**src/rtl/tmr_pkg.sv**
```systemverilog
package tmr_pkg;
  localparam int NUM_CH = 3;
  localparam int ADDR_W = 8;

  localparam logic [ADDR_W-1:0] OFS_LOAD = 8'h00;
  localparam logic [ADDR_W-1:0] OFS_VAL  = 8'h04;
  localparam logic [ADDR_W-1:0] OFS_CTRL = 8'h08;
  localparam logic [ADDR_W-1:0] OFS_CLR  = 8'h0C;
  localparam logic [ADDR_W-1:0] STAMP_LO_ADDR = 8'h60;
  localparam logic [ADDR_W-1:0] STAMP_HI_ADDR = 8'h64;

  localparam int CTL_EN_BIT   = 7;
  localparam int CTL_PER_BIT  = 6;
  localparam int CTL_FAST_BIT = 3;
  localparam int STAMP_EN_BIT = 8;

  function automatic logic [ADDR_W-1:0] chan_base(input int idx);
    case (idx)
      0:       return 8'h00;
      1:       return 8'h20;
      default: return 8'h80;
    endcase
  endfunction
endpackage

```
**src/rtl/tmr_chan.sv**
```systemverilog
module tmr_chan #(
  parameter int W = 16
) (
  input  logic         clk,
  input  logic         rst_n,
  input  logic         tick_fast,
  input  logic         tick_slow,
  input  logic         wr_load,
  input  logic [W-1:0] load_data,
  input  logic         wr_ctrl,
  input  logic         cfg_en,
  input  logic         cfg_per,
  input  logic         cfg_fast,
  input  logic         wr_clr,
  output logic [W-1:0] load_o,
  output logic [W-1:0] val_o,
  output logic         en_o,
  output logic         per_o,
  output logic         fast_o,
  output logic         irq_o
);
  logic [W-1:0] load_q, val_q;
  logic en_q, per_q, fast_q, irq_q;
  logic tick_sel, step, underflow;

  assign tick_sel  = fast_q ? tick_fast : tick_slow;
  assign step      = en_q && tick_sel && !wr_load;
  assign underflow = step && (val_q == '0);

  always_ff @(posedge clk or negedge rst_n) begin
    if (!rst_n) begin
      load_q <= '0;
      val_q  <= '0;
    end else if (wr_load) begin
      load_q <= load_data;
      val_q  <= load_data;
    end else if (step) begin
      if (val_q == '0) val_q <= per_q ? load_q : '1;
      else             val_q <= val_q - 1'b1;
    end
  end

  always_ff @(posedge clk or negedge rst_n) begin
    if (!rst_n) begin
      en_q   <= 1'b0;
      per_q  <= 1'b0;
      fast_q <= 1'b0;
    end else if (wr_ctrl) begin
      en_q   <= cfg_en;
      per_q  <= cfg_per;
      fast_q <= cfg_fast;
    end
  end

  always_ff @(posedge clk or negedge rst_n) begin
    if (!rst_n)         irq_q <= 1'b0;
    else if (underflow) irq_q <= 1'b1;
    else if (wr_clr)    irq_q <= 1'b0;
  end

  assign load_o = load_q;
  assign val_o  = val_q;
  assign en_o   = en_q;
  assign per_o  = per_q;
  assign fast_o = fast_q;
  assign irq_o  = irq_q;
endmodule

```
**src/rtl/tmr_stamp.sv**
```systemverilog
module tmr_stamp
  import tmr_pkg::*;
#(
  parameter int STAMP_W = 40,
  parameter int DATA_W  = 32
) (
  input  logic              clk,
  input  logic              rst_n,
  input  logic              tick,
  input  logic              wr_cfg,
  input  logic              cfg_en,
  input  logic              rd_low,
  output logic [DATA_W-1:0] lo_o,
  output logic [DATA_W-1:0] hi_o,
  output logic              en_o
);
  localparam int HI_W = STAMP_W - DATA_W;

  logic [STAMP_W-1:0] cnt_q;
  logic [HI_W-1:0]    hi_snap_q;
  logic               en_q;

  always_ff @(posedge clk or negedge rst_n) begin
    if (!rst_n)           cnt_q <= '0;
    else if (en_q && tick) cnt_q <= cnt_q + 1'b1;
  end

  always_ff @(posedge clk or negedge rst_n) begin
    if (!rst_n)      hi_snap_q <= '0;
    else if (rd_low) hi_snap_q <= cnt_q[STAMP_W-1:DATA_W];
  end

  always_ff @(posedge clk or negedge rst_n) begin
    if (!rst_n)      en_q <= 1'b0;
    else if (wr_cfg) en_q <= cfg_en;
  end

  always_comb begin
    hi_o = '0;
    hi_o[HI_W-1:0]    = hi_snap_q;
    hi_o[STAMP_EN_BIT] = en_q;
  end

  assign lo_o = cnt_q[DATA_W-1:0];
  assign en_o = en_q;
endmodule

```
**src/rtl/timer_bank.sv**
```systemverilog
module timer_bank
  import tmr_pkg::*;
#(
  parameter int SHORT_W = 16,
  parameter int LONG_W  = 32,
  parameter int STAMP_W = 40,
  parameter int DATA_W  = 32
) (
  input  logic              clk,
  input  logic              rst_n,
  input  logic              bus_wr,
  input  logic              bus_rd,
  input  logic [ADDR_W-1:0] bus_addr,
  input  logic [DATA_W-1:0] bus_wdata,
  output logic [DATA_W-1:0] bus_rdata,
  input  logic              tick_fast,
  input  logic              tick_slow,
  output logic [NUM_CH-1:0] irq_o
);
  logic [DATA_W-1:0] ch_load [NUM_CH];
  logic [DATA_W-1:0] ch_val  [NUM_CH];
  logic              ch_en   [NUM_CH];
  logic              ch_per  [NUM_CH];
  logic              ch_fast [NUM_CH];

  logic [DATA_W-1:0] stamp_lo, stamp_hi;
  logic              stamp_en;

  for (genvar gi = 0; gi < NUM_CH; gi++) begin : g_ch
    localparam int CW = (gi == NUM_CH - 1) ? LONG_W : SHORT_W;
    localparam logic [ADDR_W-1:0] BASE = chan_base(gi);
    logic [CW-1:0] ld_w, val_w;
    logic          wr_ld, wr_ct, wr_cl;

    assign wr_ld = bus_wr && (bus_addr == (BASE | OFS_LOAD));
    assign wr_ct = bus_wr && (bus_addr == (BASE | OFS_CTRL));
    assign wr_cl = bus_wr && (bus_addr == (BASE | OFS_CLR));

    tmr_chan #(.W(CW)) u_chan (
      .clk      (clk),
      .rst_n    (rst_n),
      .tick_fast(tick_fast),
      .tick_slow(tick_slow),
      .wr_load  (wr_ld),
      .load_data(bus_wdata[CW-1:0]),
      .wr_ctrl  (wr_ct),
      .cfg_en   (bus_wdata[CTL_EN_BIT]),
      .cfg_per  (bus_wdata[CTL_PER_BIT]),
      .cfg_fast (bus_wdata[CTL_FAST_BIT]),
      .wr_clr   (wr_cl),
      .load_o   (ld_w),
      .val_o    (val_w),
      .en_o     (ch_en[gi]),
      .per_o    (ch_per[gi]),
      .fast_o   (ch_fast[gi]),
      .irq_o    (irq_o[gi])
    );

    assign ch_load[gi] = DATA_W'(ld_w);
    assign ch_val[gi]  = DATA_W'(val_w);
  end

  tmr_stamp #(.STAMP_W(STAMP_W), .DATA_W(DATA_W)) u_stamp (
    .clk   (clk),
    .rst_n (rst_n),
    .tick  (tick_fast),
    .wr_cfg(bus_wr && (bus_addr == STAMP_HI_ADDR)),
    .cfg_en(bus_wdata[STAMP_EN_BIT]),
    .rd_low(bus_rd && (bus_addr == STAMP_LO_ADDR)),
    .lo_o  (stamp_lo),
    .hi_o  (stamp_hi),
    .en_o  (stamp_en)
  );

  always_comb begin
    bus_rdata = '0;
    for (int i = 0; i < NUM_CH; i++) begin
      if (bus_addr == (chan_base(i) | OFS_LOAD)) bus_rdata = ch_load[i];
      if (bus_addr == (chan_base(i) | OFS_VAL))  bus_rdata = ch_val[i];
      if (bus_addr == (chan_base(i) | OFS_CTRL)) begin
        bus_rdata[CTL_EN_BIT]   = ch_en[i];
        bus_rdata[CTL_PER_BIT]  = ch_per[i];
        bus_rdata[CTL_FAST_BIT] = ch_fast[i];
      end
    end
    if (bus_addr == STAMP_LO_ADDR) bus_rdata = stamp_lo;
    if (bus_addr == STAMP_HI_ADDR) bus_rdata = stamp_hi;
  end
endmodule

```
**config.mk**
```make
export PLATFORM = sky130hd
export DESIGN_NAME = timer_bank
export DESIGN_NICKNAME = d
export VERILOG_FILES = /design/src/rtl/tmr_pkg.sv /design/src/rtl/tmr_chan.sv /design/src/rtl/tmr_stamp.sv /design/src/rtl/timer_bank.sv
export SDC_FILE = /design/constraint.sdc
export NUM_CORES = 1
export LEC_CHECK = 0
export ABC_CLOCK_PERIOD_IN_PS = 3150
export CAP_MARGIN = 5
export CORE_UTILIZATION = 45
export CTS_CLUSTER_SIZE = 20
export DETAILED_ROUTE_END_ITERATION = 12
export GPL_ROUTABILITY_DRIVEN = 0
export HOLD_SLACK_MARGIN = 0.08
export PLACE_DENSITY = 0.68
export SLEW_MARGIN = 15
export SYNTH_ARGS = -nofsm -noshare
export SYNTH_HDL_FRONTEND = slang
export SYNTH_SLANG_ARGS = --single-unit
```
**constraint.sdc**
```tcl
create_clock -name clk -period 3.15 [get_ports clk]
set_clock_uncertainty 0.15 [all_clocks]
set_input_delay 0.63 -clock clk [delete_from_list [all_inputs] [get_ports clk]]
set_output_delay 0.63 -clock clk [all_outputs]
set_load 0.01 [all_outputs]
```
==> Yosys cells after proc, flatten, opt, wreduce, memory -nomap -nowiden <==
Index checks and enable logic that the tools add are counted.
{ "totals": {"in_bits": 46, "out_inout_bits": 35, "reg_bits": 189} }
{ "classes": {"n_mux": 35, "n_addsub": 4, "eq_ne": 13, "n_reduce_logical": 34} }
{ "ops": {"columns": ["cell", "n"], "rows": [
  ["32-bit 2-to-1 mux", 8],
  ["16-bit 2-to-1 mux", 12],
  ["40-bit by 1-bit adder with 40-bit output (second input constant)", 1],
  ["8-bit by 6-bit == test with 1-bit output (second input constant)", 4],
  ["8-bit == test (second input constant)", 4],
  ["16-bit zero test", 2],
  ["32-bit zero test", 1],
  ["16-bit by 1-bit subtractor with 16-bit output (second input constant)", 2],
  ["32-bit by 1-bit subtractor with 32-bit output (second input constant)", 1],
  ["1-bit logical AND", 21],
  ["8-bit by 4-bit == test with 1-bit output (second input constant)", 2],
  ["8-bit by 7-bit == test with 1-bit output (second input constant)", 2],
  ["1-bit 2-to-1 mux", 12],
  ["2-bit nonzero test", 6],
  ["8-bit by 3-bit == test with 1-bit output (second input constant)", 1],
  ["8-bit zero test", 1],
  ["2-bit 2-to-1 mux", 3],
  ["1-bit zero test", 3]
]} }

==> Depth between registers and ports, before layout <==
{ "depth": {"ltp_word": 12, "mapped_depth": 8, "mapped_depth_nobuf": 7} }

==> By module <==
Synthesis repeated with hierarchy kept, for this count alone.
{ "hier_totals": {"hier_cells": 1308, "hier_area_um2": 12537.0} }
{ "modules_own_cells": {"columns": ["mod", "area_per_inst_um2", "n_inst", "seq_area_each_um2", "cells_per_inst"], "rows": [
  ["tmr_chan (g_ch[0].u_chan ...)", 2001.9, 2, 900.9, 195],
  ["tmr_chan (g_ch[2].u_chan)", 3952.5, 1, 1701.6, 387],
  ["tmr_stamp", 2693.8, 1, 1226.2, 251],
  ["timer_bank", 1886.8, 1, 0.0, 280]
]} }

==> Least setup slack after synthesis <==
Ideal clock, no wire load.
{ "synth_timing": {"path_kind": "input to output", "start": "input port bus_addr[1]", "end": "output port bus_rdata[2]", "stages": 6, "setup_slack_ns": -0.007, "path_buffers": 2, "t_required_ns": 2.370, "arrival_ns": 2.377, "cell_sequence": "nor3_1 -> and3_1 -> buf_2 -> buf_1 -> a221oi_1 -> a221oi_1"} }
{ "synth_via": {"elab_chain_len": 9} }
{ "synth_lines": {"columns": ["element", "line", "text"], "rows": [
  ["from (decl)", "timer_bank.sv:13", "input logic [ADDR_W-1:0] bus_addr,"],
  ["8-bit zero test", "timer_bank.sv:78", "if (bus_addr == (chan_base(i) | OFS_LOAD)) bus_rdata = ch_load[i];"],
  ["16-bit 2-to-1 mux", "timer_bank.sv:78", null],
  ["16-bit 2-to-1 mux", "timer_bank.sv:79", "if (bus_addr == (chan_base(i) | OFS_VAL)) bus_rdata = ch_val[i];"],
  ["16-bit 2-to-1 mux", "timer_bank.sv:78", null],
  ["16-bit 2-to-1 mux", "timer_bank.sv:79", null],
  ["32-bit 2-to-1 mux", "timer_bank.sv:78", null],
  ["32-bit 2-to-1 mux", "timer_bank.sv:79", null],
  ["32-bit 2-to-1 mux", "timer_bank.sv:86", "if (bus_addr == STAMP_LO_ADDR) bus_rdata = stamp_lo;"],
  ["32-bit 2-to-1 mux (*)", "timer_bank.sv:87", "if (bus_addr == STAMP_HI_ADDR) bus_rdata = stamp_hi;"],
  ["to (decl)", "timer_bank.sv:15", "output logic [DATA_W-1:0] bus_rdata,"]
]} }
Mark *: on every way between the ends. The rest lies on a longest branch, timed or not.

==> Worst setup path after layout <==
{ "layout_timing": {"start": "input port bus_addr[7]", "end": "output port bus_rdata[2]"} }
Same word-level chain as after synthesis.

==> summary.txt <==
met2 layer wire length in the routed design: 19300 µm
cell total after placement: 1773
post-layout util: 59.8%
Synth async-reset ratio: 100%
dominant combinational cell family by area after synthesis: simple AND/OR/NAND/NOR gates
library cells used by synthesis: 76
wire length on met3: 3160 µm
number of max-slew violations in the final report: 0
worst-margin pin slew: 677 ps
initial core utilization: 46.5%
wire length of the first global-routing pass: 64300 µm
Leak Pwr: 6.73 nW
average wire per cell in the routed design: 22.1 µm
number of antenna violations at the first check in global routing: 0
average instance area after synthesis: 8.61 µm²
endpoint class of the critical path: output pin
adder and majority cell fraction of the synthesized area: 0.765%
maximum fanout along the worst path: 4
largest net degree at the start of global routing: 62
netlist area before placement: 11400 µm²
Die Footprint: 26100 µm²
Placement Rows: 57
layout net count: 1550
CTS tree: yes
Mapped Cells: 1329
total non-filler cell area in the finished layout: 14700 µm²
via count: 11600
synthesized-area fraction occupied by xor and xnor cells: 4.82%
PwrDens: 575 nW/µm²
fin crit period: 3300 ps
commonest register cell after synthesis: dfrtp_1
portion of synthesized cell area occupied by the leading cell type: 41.3%
post-placement worst setup slack: -1180 ps
PortBufs: 80
DRT antenna net count: 0
max_cap viols: 0
deepest clock path buffer count: 2
CP startpoint kind: input port
count of flip-flops with a built-in enable after synthesis: 0
worst hold slack: 346 ps
total DRC errors in the routed layout: 0
insertion delay of the later-clocked pin in the worst-skew pair: 460 ps
Core ar.: 24600 µm²
clock slew seen by the registers of the worst setup and hold paths: 80 ps
share of the clock period used by the worst path after layout: 105%
number of iterations in the first detailed-routing pass: 9
DP HPWL: 28800 µm
share of cells above drive strength 1: 22.6%
most frequent cells in the layout: nand2_1, dfrtp_1, buf_4
Mapped Nets: 1382
routed metal-1 wirelength: 16300 µm
required time of the critical path: 2370 ps
Slew Limit Headroom: 54.7%
WL final: 40600 µm
violations in the final reports: setup timing
FF+latch count, synth: 189
Die X: 161 µm
clock root buffer master: clkbuf_16
final worst-path setup slack: -147 ps
peak clock frequency supported by timing: 303 MHz
Overflow after GRT: 0
compound-cell area share of the yosys netlist: 18.8%
first-iteration detailed-routing DRC count: 1369
share of the yosys chip area belonging to registers: 41.3%
cells taking the most area after synthesis: dfrtp_1, nand2_1, nor2_1
Sinks on Clock Net: 189
Syn-to-layout area delta: 28.7%
via count of the first global-routing pass: 11200
power after layout: 8.46 mW
biggest area consumer among synthesized cells: dfrtp_1
setup violators final: 13
min-delay worst type: reg -> reg
arrival time of the worst setup path: 2520 ps
Yosys Warn Count: 0
Avg Vias per Cell: 6.34
Top-Level Pins: 81
highest metal layer used by the detailed router: met4
worst setup path class: in -> out
Inserted Diodes: 0
Sum Neg Setup Slack: -598 ps
final-layout fill cell count: 2105
fin cells: 1834
y dimension of the die: 161 µm
IR drop worst, VDD: 0.581 mV
simple-gate area share of the yosys netlist: 27.1%
result of the run: complete, but fails checks
leading cell type in the layout, fill and taps excluded: nand2_1
Tot GR Track Use: 31.7%
htree depth: 4
unrepaired setup endpoints after global routing: yes
share of cell area taken by muxes after synthesis: 3.18%
placed cell area: 13400 µm²
TritonCTS Buffers: 17
number of endpoints with negative hold slack in the final report: 0
==> synthesized netlist by cell type (11+ instances only) <==
cell	instances
o21ai_1	14
inv_1	18
nor3b_1	12
nor4_1	26
nand4_1	17
dfrtp_1	189
o21ai_0	31
or3_1	13
a21o_1	11
o31ai_1	19
clkbuf_1	67
a21oi_1	44
and3_1	15
buf_2	15
mux2_2	23
xor2_1	27
nand3b_1	15
xnor2_1	36
o221ai_1	16
nor2b_1	15
or4_1	12
o211ai_1	20
nand2_1	281
a22oi_1	35
a222oi_1	15
nor2_1	84
nor3_1	36
a221oi_1	20
nand3_1	51
==> report_power, final <==
part	internal, mW	total (mW)	switching [mW]	leakage (nW)
logic	1.16	2.82	1.66	3.89
clock network	1.09	2.26	1.17	0.289
registers	2.75	3.38	0.636	2.56
total	4.99	8.46	3.47	6.73
==> repair_timing <==
action | CTS | global route
pin swaps | 33 | 35
setup endpoints to repair | 32 | 32
setup buffers | 16 | 14
cloned | 6 | 2
gates resized for setup | 210 | 63
hold endpoints to repair | 55 | 0
hold buffers | 1 | 0
==> sequential cells by signal, summed over array words and instances, names as in the netlist <==
register,flops
g_ch.u_chan.val_o,64
g_ch.u_chan.load_o,64
u_stamp.cnt_q,40
g_ch.u_chan.irq_o,3
g_ch.u_chan.fast_o,3
u_stamp.hi_snap_q,8
g_ch.u_chan.per_o,3
g_ch.u_chan.en_o,3
u_stamp.en_o,1
==> layout make-up <==
| type | count | area [µm²] | area share, % |
|---|---|---|---|
| Timing Repair Buffer | 240 | 2200 | 15.0 |
| Clock inverter | 15 | 186 | 1.27 |
| Sequential cell | 189 | 4730 | 32.1 |
| Clock buffer | 17 | 425 | 2.89 |
| Tap cell | 324 | 405 | 2.75 |
| Multi-Input combinational cell | 1031 | 6710 | 45.5 |
| Inverter | 18 | 67.6 | 0.459 |
==> kinds of logic after synthesis <==
logic type	after synthesis
buffers and inverters	109
muxes	33
AOI/OAI and AO/OA	298
DFF	189
adders and majority gates	7
and+or+nand+nor	630
xor gates and xnor gates	63
==> path summary, 6_finish.rpt <==
| path | slack, ps | cells past startpoint | endpoint | from |
|---|---|---|---|---|
| min in group asynchronous | 570 | 2 | g_ch[0].u_chan.val_o[13] | rst_n |
| max in group asynchronous | 1580 | 3 | u_stamp.cnt_q[38] | rst_n |
| worst max-delay path | -150 | 8 | bus_rdata[2] | bus_addr[7] |
| worst max register to register | 420 | 5 | g_ch[1].u_chan.val_o[1] | g_ch[1].u_chan.val_o[10] |
| worst min register to register | 350 | 1 | u_stamp.cnt_q[30] | u_stamp.cnt_q[30] |
| worst min-delay path | 350 | 1 | u_stamp.cnt_q[30] | u_stamp.cnt_q[30] |
==> routing by layer <==
layer  up-vias  GRT usage, %
li1       5219             -
met1      5646          41.9
met2       639          51.7
met3       122          4.73
met4         0          13.9
met5         -             0
==> critical path, cell delays in order <==
cell and delay (ps):
buf_8 100, buf_4 140, or4_4 450, nor2_4 120, a222oi_1 140, or3_4 410, a221oi_4 320, buf_2 190
No activity file was read; power rests on OpenSTA's default activity.
